## config.mk

```make
export PLATFORM = sky130hd
export DESIGN_NAME = perf_counter_bank
export DESIGN_NICKNAME = d
export VERILOG_FILES = /design/src/rtl/pcb_pkg.sv /design/src/rtl/pcb_event_decode.sv /design/src/rtl/pcb_counter.sv /design/src/rtl/perf_counter_bank.sv
export SDC_FILE = /design/constraint.sdc
export NUM_CORES = 1
export LEC_CHECK = 0
export ABC_CLOCK_PERIOD_IN_PS = 3400
export BUFFER_PORTS_ARGS = -buffer_cell sky130_fd_sc_hd__buf_2
export CORE_AREA = 3 3 256 258
export CTS_BUF_LIST = sky130_fd_sc_hd__clkbuf_4 sky130_fd_sc_hd__clkbuf_8
export CTS_CLUSTER_SIZE = 16
export DETAILED_ROUTE_END_ITERATION = 6
export DIE_AREA = 0 0 259 261
export PLACE_DENSITY_LB_ADDON = 0.08
export SYNTH_ARGS = -nofsm -noshare
export SYNTH_HDL_FRONTEND = slang
export SYNTH_HIERARCHICAL = 1
export SYNTH_SLANG_ARGS = --single-unit
```

## constraint.sdc

```tcl
create_clock -name clk -period 3.4 [get_ports clk]
set_input_delay 0.68 -clock clk [delete_from_list [all_inputs] [get_ports clk]]
set_output_delay 0.68 -clock clk [all_outputs]
set_load 0.01 [all_outputs]
```

## src/rtl/pcb_pkg.sv

```systemverilog
package pcb_pkg;
    localparam int NUM_CTR  = 6;
    localparam int NUM_SEL  = 4;
    localparam int CTR_W    = 32;
    localparam int EVT_W    = 8;
    localparam int INSN_W   = 3;
    localparam int ADDR_W   = 4;
    localparam int WDATA_W  = 64;
    localparam int SEL_W    = NUM_SEL * EVT_W;
    localparam int INC_W    = INSN_W + 1;

    localparam logic [ADDR_W-1:0] ADDR_MODE  = ADDR_W'(NUM_CTR);
    localparam logic [ADDR_W-1:0] ADDR_EVENT = ADDR_W'(NUM_CTR + 1);

    localparam logic [EVT_W-1:0] EV_INSN     = 8'h02;
    localparam logic [EVT_W-1:0] EV_CYC      = 8'h1E;
    localparam logic [EVT_W-1:0] EV_INSN_ALT = 8'hFE;
    localparam logic [EVT_W-1:0] EV_CYC_ALT  = 8'hF0;
    localparam logic [EVT_W-1:0] EV_RUN_INSN = 8'hFA;

    typedef struct packed {
        logic ovf_en_rest;
        logic ovf_en_first;
        logic frz_56;
        logic frz_14;
        logic frz_all;
    } mode_t;

    localparam int MODE_W = $bits(mode_t);

    typedef enum logic [1:0] {SRC_NONE, SRC_INSN, SRC_CYC} src_e;

    function automatic src_e sel_source(input int idx, input logic [EVT_W-1:0] code,
                                        input logic run);
        src_e s;
        s = SRC_NONE;
        if (code == EV_INSN) s = SRC_INSN;
        else if (code == EV_CYC) s = SRC_CYC;
        else if (idx == 0 && code == EV_INSN_ALT) s = SRC_INSN;
        else if (idx == 0 && code == EV_CYC_ALT) s = SRC_CYC;
        else if (idx == 3 && code == EV_RUN_INSN && run) s = SRC_INSN;
        return s;
    endfunction
endpackage

```

## src/rtl/pcb_event_decode.sv

```systemverilog
module pcb_event_decode
    import pcb_pkg::*;
(
    input  mode_t              mode,
    input  logic [SEL_W-1:0]   evsel,
    input  logic               run_latch,
    output logic [NUM_CTR-1:0] ins_en,
    output logic [NUM_CTR-1:0] cyc_en
);
    logic sel_gate;
    logic fix_gate;

    assign sel_gate = !mode.frz_all && !mode.frz_14 && (evsel != '0);
    assign fix_gate = !mode.frz_all && !mode.frz_56;

    for (genvar i = 0; i < NUM_SEL; i++) begin : g_sel
        src_e src;
        assign src       = sel_source(i, evsel[i*EVT_W +: EVT_W], run_latch);
        assign ins_en[i] = sel_gate && (src == SRC_INSN);
        assign cyc_en[i] = sel_gate && (src == SRC_CYC);
    end

    assign ins_en[NUM_SEL]   = fix_gate;
    assign cyc_en[NUM_SEL]   = 1'b0;
    assign ins_en[NUM_SEL+1] = 1'b0;
    assign cyc_en[NUM_SEL+1] = fix_gate;
endmodule

```

## src/rtl/pcb_counter.sv

```systemverilog
module pcb_counter #(
    parameter int CTR_W  = 32,
    parameter int INSN_W = 3
) (
    input  logic              clk,
    input  logic              rst,
    input  logic              ins_en,
    input  logic              cyc_en,
    input  logic [INSN_W-1:0] insn_cnt,
    input  logic              cyc_tick,
    input  logic              ovf_en,
    input  logic              wr_en,
    input  logic [CTR_W-1:0]  wr_val,
    output logic [CTR_W-1:0]  value,
    output logic              ovf_hit
);
    localparam int INC_W = INSN_W + 1;
    localparam logic [CTR_W:0] THRESH = (CTR_W+1)'(1) << (CTR_W - 1);

    logic [INC_W-1:0] inc;
    logic [CTR_W:0]   sum;

    always_comb begin
        inc = '0;
        if (ins_en) inc = {1'b0, insn_cnt};
        else if (cyc_en && cyc_tick) inc = INC_W'(1);
        sum = {1'b0, value} + (CTR_W+1)'(inc);
    end

    always_ff @(posedge clk) begin
        if (rst) begin
            value   <= '0;
            ovf_hit <= 1'b0;
        end else begin
            ovf_hit <= 1'b0;
            if (wr_en) begin
                value <= wr_val;
            end else if (inc != '0) begin
                if (ovf_en && sum >= THRESH) begin
                    value   <= THRESH[CTR_W-1:0];
                    ovf_hit <= 1'b1;
                end else begin
                    value <= sum[CTR_W-1:0];
                end
            end
        end
    end
endmodule

```

## src/rtl/perf_counter_bank.sv

```systemverilog
module perf_counter_bank
    import pcb_pkg::*;
(
    input  logic               clk,
    input  logic               rst,
    input  logic [INSN_W-1:0]  insn_cnt,
    input  logic               cyc_tick,
    input  logic               run_latch,
    input  logic               reg_wr,
    input  logic [ADDR_W-1:0]  reg_addr,
    input  logic [WDATA_W-1:0] reg_wdata,
    output logic [CTR_W-1:0]   reg_rdata,
    output logic               ovf_pulse
);
    mode_t              mode_q;
    logic [SEL_W-1:0]   evsel_q;
    logic [NUM_CTR-1:0] ins_en;
    logic [NUM_CTR-1:0] cyc_en;
    logic [NUM_CTR-1:0] hit;
    logic [CTR_W-1:0]   cnt [NUM_CTR];
    logic [NUM_CTR*CTR_W-1:0] cnt_flat;

    always_ff @(posedge clk) begin
        if (rst) begin
            mode_q  <= '0;
            evsel_q <= '0;
        end else if (reg_wr) begin
            if (reg_addr == ADDR_MODE)  mode_q  <= mode_t'(reg_wdata[MODE_W-1:0]);
            if (reg_addr == ADDR_EVENT) evsel_q <= reg_wdata[SEL_W-1:0];
        end
    end

    pcb_event_decode u_dec (
        .mode      (mode_q),
        .evsel     (evsel_q),
        .run_latch (run_latch),
        .ins_en    (ins_en),
        .cyc_en    (cyc_en)
    );

    for (genvar i = 0; i < NUM_CTR; i++) begin : g_ctr
        logic wr_i;
        logic ovf_en_i;
        assign wr_i     = reg_wr && (reg_addr == ADDR_W'(i));
        assign ovf_en_i = (i == 0) ? mode_q.ovf_en_first : mode_q.ovf_en_rest;

        pcb_counter #(.CTR_W(CTR_W), .INSN_W(INSN_W)) u_ctr (
            .clk      (clk),
            .rst      (rst),
            .ins_en   (ins_en[i]),
            .cyc_en   (cyc_en[i]),
            .insn_cnt (insn_cnt),
            .cyc_tick (cyc_tick),
            .ovf_en   (ovf_en_i),
            .wr_en    (wr_i),
            .wr_val   (reg_wdata[CTR_W-1:0]),
            .value    (cnt[i]),
            .ovf_hit  (hit[i])
        );
        assign cnt_flat[i*CTR_W +: CTR_W] = cnt[i];
    end

    assign ovf_pulse = |hit;

    always_comb begin
        reg_rdata = '0;
        for (int i = 0; i < NUM_CTR; i++)
            if (reg_addr == ADDR_W'(i)) reg_rdata = cnt[i];
        if (reg_addr == ADDR_MODE)  reg_rdata = CTR_W'(mode_q);
        if (reg_addr == ADDR_EVENT) reg_rdata = CTR_W'(evsel_q);
    end
endmodule

```

**After elaboration in Yosys (flattened, before gate mapping)**

Index checks and enable logic that the tools add are counted.

- Bits in registers: 235
- Output and inout bits: 33
- Logic and storage cells: 170

- Add/sub/neg operators: 6
- Magnitude comparators: 6
- Eq/ne operators: 26
- Multiplexer cells: 53
- Bitwise logic cells: 6
- Reduce and logical (&&, ||, !) cells: 55

Operators with widths:

| cell | number |
|---|---|
| $mux W32 | 26 |
| $ge A33 B32 Y1 const B | 6 |
| $add A32 B4 Y33 | 4 |
| $add A32 B1 Y33 | 1 |
| $add A32 B3 Y33 | 1 |
| $eq A8 B2 Y1 const B | 4 |
| $eq A8 B5 Y1 const B | 4 |
| $reduce_bool A32 Y1 | 1 |
| $logic_and A1 B1 Y1 | 29 |
| $eq A8 B8 Y1 const B | 3 |
| $reduce_bool A4 Y1 | 6 |
| $mux W2 | 10 |
| $reduce_or A3 Y1 | 6 |
| $eq A4 B3 Y1 const B | 4 |
| $mux W4 | 4 |
| $mux W1 | 12 |
| $reduce_bool A2 Y1 | 6 |
| $eq A2 B1 Y1 const B | 4 |
| $eq A2 B2 Y1 const B | 4 |
| $eq A4 B2 Y1 const B | 2 |
| $not A1 Y1 | 6 |
| $reduce_or A6 Y1 | 1 |
| $eq A4 B1 Y1 const B | 1 |
| $logic_not A4 Y1 | 1 |
| 3 further kinds | 6 |

**Longest topological paths before layout**

- Depth in word-level cells: 16
- Gate-level depth with buffers: 14
- Gate-level depth less buffers: 13

**Modules after synthesis**

Netlist, hierarchy kept.

By module, submodules not included:

| module | instances | cells an instance | area each (um2) | sequential area each (um2) |
|---|---|---|---|---|
| pcb_counter | 6 | 310 | 2446.1 | 660.6 |
| perf_counter_bank | 1 | 518 | 3414.5 | 740.7 |
| pcb_event_decode | 1 | 37 | 227.7 | 0.0 |

**Worst setup path before layout**

OpenSTA, ideal clock, no wires.

- Path type: register to register
- Start point: register evsel_q[24]
- End point: register g_ctr[3].u_ctr.value[10]
- Arrival time: 3.239 ns
- Data required time: 3.262 ns
- Setup slack: 0.023 ns
- Cell stages (with the launch flop): 15
- Cell sequence: dfxtp_1 -> or4_4 -> or4_1 -> a21oi_1 -> nand2_1 -> o21ai_0 -> ha_1 -> fa_1 -> a21o_1 -> or4b_1 -> nand3_1 -> mux2i_1 -> o21ai_2 -> buf_6 -> o22ai_2

RTL lines:

| item | RTL line | source |
|---|---|---|
| from (decl) | perf_counter_bank.sv:16 | `logic [SEL_W-1:0] evsel_q;` |
| from (signal assigned) | perf_counter_bank.sv:29 | `if (reg_addr == ADDR_EVENT) evsel_q <= reg_wdata[SEL_W-1:0];` |
| $eq A8 B8 Y1 | pcb_pkg.sv:41 | `else if (idx == 3 && code == EV_RUN_INSN && run) s = SRC_INSN;` |
| $logic_and A1 B1 Y1 | pcb_pkg.sv:41 |  |
| $mux W1 | pcb_pkg.sv:41 |  |
| $mux W2 | pcb_pkg.sv:38 | `else if (code == EV_CYC) s = SRC_CYC;` |
| $mux W2 | pcb_pkg.sv:37 | `if (code == EV_INSN) s = SRC_INSN;` |
| $eq A2 B1 Y1 | pcb_event_decode.sv:19 | `assign ins_en[i] = sel_gate && (src == SRC_INSN);` |
| $logic_and A1 B1 Y1 * | pcb_event_decode.sv:19 |  |
| named net ins_en[3] | perf_counter_bank.sv:17 | `logic [NUM_CTR-1:0] ins_en;` |
| $mux W4 * | pcb_counter.sv:25 | `if (ins_en) inc = {1'b0, insn_cnt};` |
| $add A32 B4 Y33 | pcb_counter.sv:27 | `sum = {1'b0, value} + (CTR_W+1)'(inc);` |
| $ge A33 B32 Y1 | pcb_counter.sv:39 | `if (ovf_en && sum >= THRESH) begin` |
| $logic_and A1 B1 Y1 | pcb_counter.sv:39 |  |
| $mux W32 | pcb_counter.sv:39 |  |
| $mux W32 | pcb_counter.sv:38 | `end else if (inc != '0) begin` |
| $mux W32 | pcb_counter.sv:36 | `if (wr_en) begin` |
| to (signal assigned) | pcb_counter.sv:37 | `value <= wr_val;` |
| to (signal assigned) | pcb_counter.sv:40 | `value <= THRESH[CTR_W-1:0];` |
| to (signal assigned) | pcb_counter.sv:43 | `value <= sum[CTR_W-1:0];` |
| to (decl) | pcb_counter.sv:14 | `output logic [CTR_W-1:0] value,` |

The timed path passes the listed nets; every way through them passes the cells marked *. The select of a mux whose other input is x is not followed.
A chain may end at the register's enable or synchronous reset.

**Worst setup path in the final report**

- Start point: register evsel_q[24]
- End point: register g_ctr[3].u_ctr.value[8]

Same word-level chain as after synthesis.

==> flow_summary.json <==
{
  "status": "finished with violations",
  "violations": "setup timing",
  "r2r_setup_slack_ps": -190,
  "synthAdderAreaFrac_pct": 1.89,
  "synthSimpleGateAreaFrac_pct": 32.3,
  "postPlaceCellArea_um2": 21200,
  "slowest_stage": "or4_4",
  "synth_top_area_share_pct": 25.7,
  "worst_hold_path_type": "input port to flop",
  "synthCells": 2415,
  "avgRoutedWirePerCell_um": 25.6,
  "layout_common_cells": "a21oi_1, nand2_1, buf_4",
  "dp.final_hpwl_um": 65700,
  "start_kind": "flop",
  "fin_skew_ps": 55.0,
  "setup_viol": 34,
  "die_area_um2": 67600,
  "total_power_mw": 7.66,
  "insertion_delay_ps": 690,
  "worst_pin_slew_ps": 1030,
  "synth_compound_area_share_pct": 25.0,
  "grtUsageTotal_pct": 26.0,
  "grt_pass1_wl_um": 133000,
  "syn_area_per_cell_um2": 7.59,
  "crit_type": "flop to flop",
  "hold_buffers": 0,
  "max_cap_violations": 0,
  "dp_slack_ps": -395,
  "routed_wl_um": 90800,
  "r2r-start": "evsel_q[24]",
  "synth-seq-area-share_pct": 25.7,
  "fin_tns_setup_ps": -3660,
  "ys_ff_latch": 235,
  "stdcell_area_um2": 23300,
  "cts_made_buffers": 52,
  "final-max-slew-violation-count": 0,
  "fin_crit_sh_pct": 106,
  "synth_flop_cell": "dfxtp_1",
  "finalNetCount": 2755,
  "cts_root_buf": "clkbuf_8",
  "max-slew-margin-rel_pct": 31.4,
  "fp.dieH_um": 261,
  "fill_cells": 6601,
  "area_growth_pct": 27.2,
  "io_buffers": 76,
  "whs_endpoint": "evsel_q[2]",
  "period_needed_ps": 3590,
  "crit_chain": "or4_4 > or4_4 > a21oi_4 > buf_6 > nand2_2 > o21ai_2 > ha_2 > fa_2 > a21o_1 > or4b_4 > nand3_2 > mux2i_4 > o21ai_4 > buf_6 > o22ai_2",
  "grt_max_degree": 87,
  "synth_warnings": 6,
  "drtPass1Iterations": 5,
  "worstHoldPathCells": 3,
  "synth.area.mux_share_pct": 2.92,
  "cts.sinks": 235,
  "drive_above_1_share_pct": 25.1,
  "die_w_um": 259,
  "syn_area_um2": 18300,
  "cts.path.max_buffers": 3,
  "pwr_density_cell_nw_per_um2": 329,
  "synth_top_family_by_area": "simple AND/OR/NAND/NOR gates",
  "vdd_drop_max_v": 0.000254,
  "leakage_nw": 8.88,
  "rsz0062_at_grt": "yes",
  "ant_nets": 0,
  "clkTransAtPathRegs_ps": 60,
  "grt-ovfl-total": 0,
  "mostFrequentLayoutCell": "a21oi_1",
  "synth-edff-count": 0,
  "grt_pass1_vias": 19520,
  "cp-end-kind": "flop",
  "coreArea_um2": 63200,
  "worstHoldStart": "reg_wdata[2]",
  "timing.rr.end": "g_ctr[3].u_ctr/value[8]",
  "place_congestion": 0.889,
  "async_flop_share_pct": 0,
  "drc": 0,
  "antenna_found_initial": 9,
  "yosysTopAreaCell": "dfxtp_1",
  "num_io_pins": 109,
  "worst_slack_ps": -194,
  "cts_tree": "yes",
  "initial_core_util_pct": 29.0,
  "synth_cell_types": 68,
  "synth_xor_area_share_pct": 6.02,
  "crit_fanout": 5,
  "htreeDepth": 2,
  "num_vias": 20473,
  "fmax_mhz": 278,
  "cpPeakStageDelay_ps": 540,
  "drt_iter0_markers": 1532,
  "rows": 92,
  "synth.area.top_cells": "dfxtp_1, a21oi_1, and3_1, xnor2_1, nand2_1",
  "worstRegToRegCells": 15,
  "whs_ps": 398,
  "via_per_inst": 5.78,
  "crit_arrival_ps": 4150,
  "crit_required_ps": 3950,
  "hold_viol_final": 0
}
-- stage by stage --
step | util, % | instances
CTS | 36.0 | 3520
global placement | 33.5 | 3415
floorplan | - | 2416
finish | 36.9 | 3542
global route | 36.9 | 3542
detailed placement | 33.5 | 3415
-- where the power goes --
group / switching [mW] / internal (mW) / leakage, nW
Clock: 1.56 / 2.10 / 0.626
Sequential: 0.135 / 2.83 / 1.90
Combinational: 0.674 / 0.362 / 6.36
-- sequential cells by signal, indices dropped and copies added, names as in the netlist --
register and count:
evsel_q 32, g_ctr.ovf_en_i 2, mode_q 3, g_ctr.u_ctr/ovf_hit 6, g_ctr.u_ctr/value 192
-- worst max-delay path: cells and delay by family, from the launching register on --
kind,cells,cell delay [ps]
flip-flops,1,320
buffers and inverters,2,300
AND/OR/NAND/NOR,5,1640
adder cells (fa/ha/maj),2,420
multiplexers,1,80
AO/OA/AOI/OAI,5,730
-- what timing repair did --
| item | CTS | global route |
|---|---|---|
| buffers inserted | 13 | 19 |
| gates resized for setup | 62 | 83 |
| setup endpoints to repair | 70 | 115 |
| pin swaps | 33 | 45 |
| cloned | 3 | 2 |
-- worst max path at each step --
stage                      from                  endpoint  slack [ps]  cells past startpoint
floorplan           evsel_q[24]  g_ctr[3].u_ctr/value[10]          20                     14
global placement    evsel_q[24]   g_ctr[3].u_ctr/value[3]        -440                     15
detailed placement  evsel_q[24]   g_ctr[3].u_ctr/value[3]        -390                     15
CTS                 evsel_q[24]  g_ctr[3].u_ctr/value[13]        -240                     15
global route        evsel_q[24]  g_ctr[3].u_ctr/value[26]        -310                     16
finish              evsel_q[24]   g_ctr[3].u_ctr/value[8]        -190                     15
-- per-layer routing --
| metal | part of all wire, % | vias up | global-route usage, % |
|---|---|---|---|
| li1 | - | 9501 | - |
| met1 | 45 | 10143 | 35.0 |
| met2 | 47 | 683 | 43.2 |
| met3 | 5.4 | 146 | 3.39 |
| met4 | 3.1 | 0 | 7.89 |
| met5 | 0 | - | 0 |
-- cells by family (layout without fill, tap and decap cells) --
family | after synthesis | count (layout)
and+or+nand+nor | 1050 | 1050
AOI/OAI and AO/OA | 689 | 689
buffers and inverters | 237 | 515
DFF | 235 | 235
xor gates and xnor gates | 126 | 126
muxes | 53 | 53
adders and majority gates | 24 | 24
other | 1 | 4
-- cells in the mapped netlist, types with 49 or more instances --
cell type	instances
o22ai_1	52
clkbuf_1	108
nor2_1	121
inv_1	52
dfxtp_1	235
o21ai_0	83
nand4_1	98
nand3_1	180
mux2i_1	49
xnor2_1	114
nand2_1	245
and3_1	163
a21oi_1	323
-- layout make-up --
class / count / area (um2) / area share (%)
Clock buffer: 85 / 1090 / 4.70
Timing Repair Buffer: 370 / 3120 / 13.4
Multi-Input combinational cell: 1944 / 13000 / 56.0
Antenna cell: 2 / 5.00 / 0.0215
Clock inverter: 8 / 77.6 / 0.333
Sequential cell: 235 / 4710 / 20.2
Tap cell: 846 / 1060 / 4.54
Inverter: 52 / 195 / 0.838
Note: power is estimated with default switching activity, not from simulation.
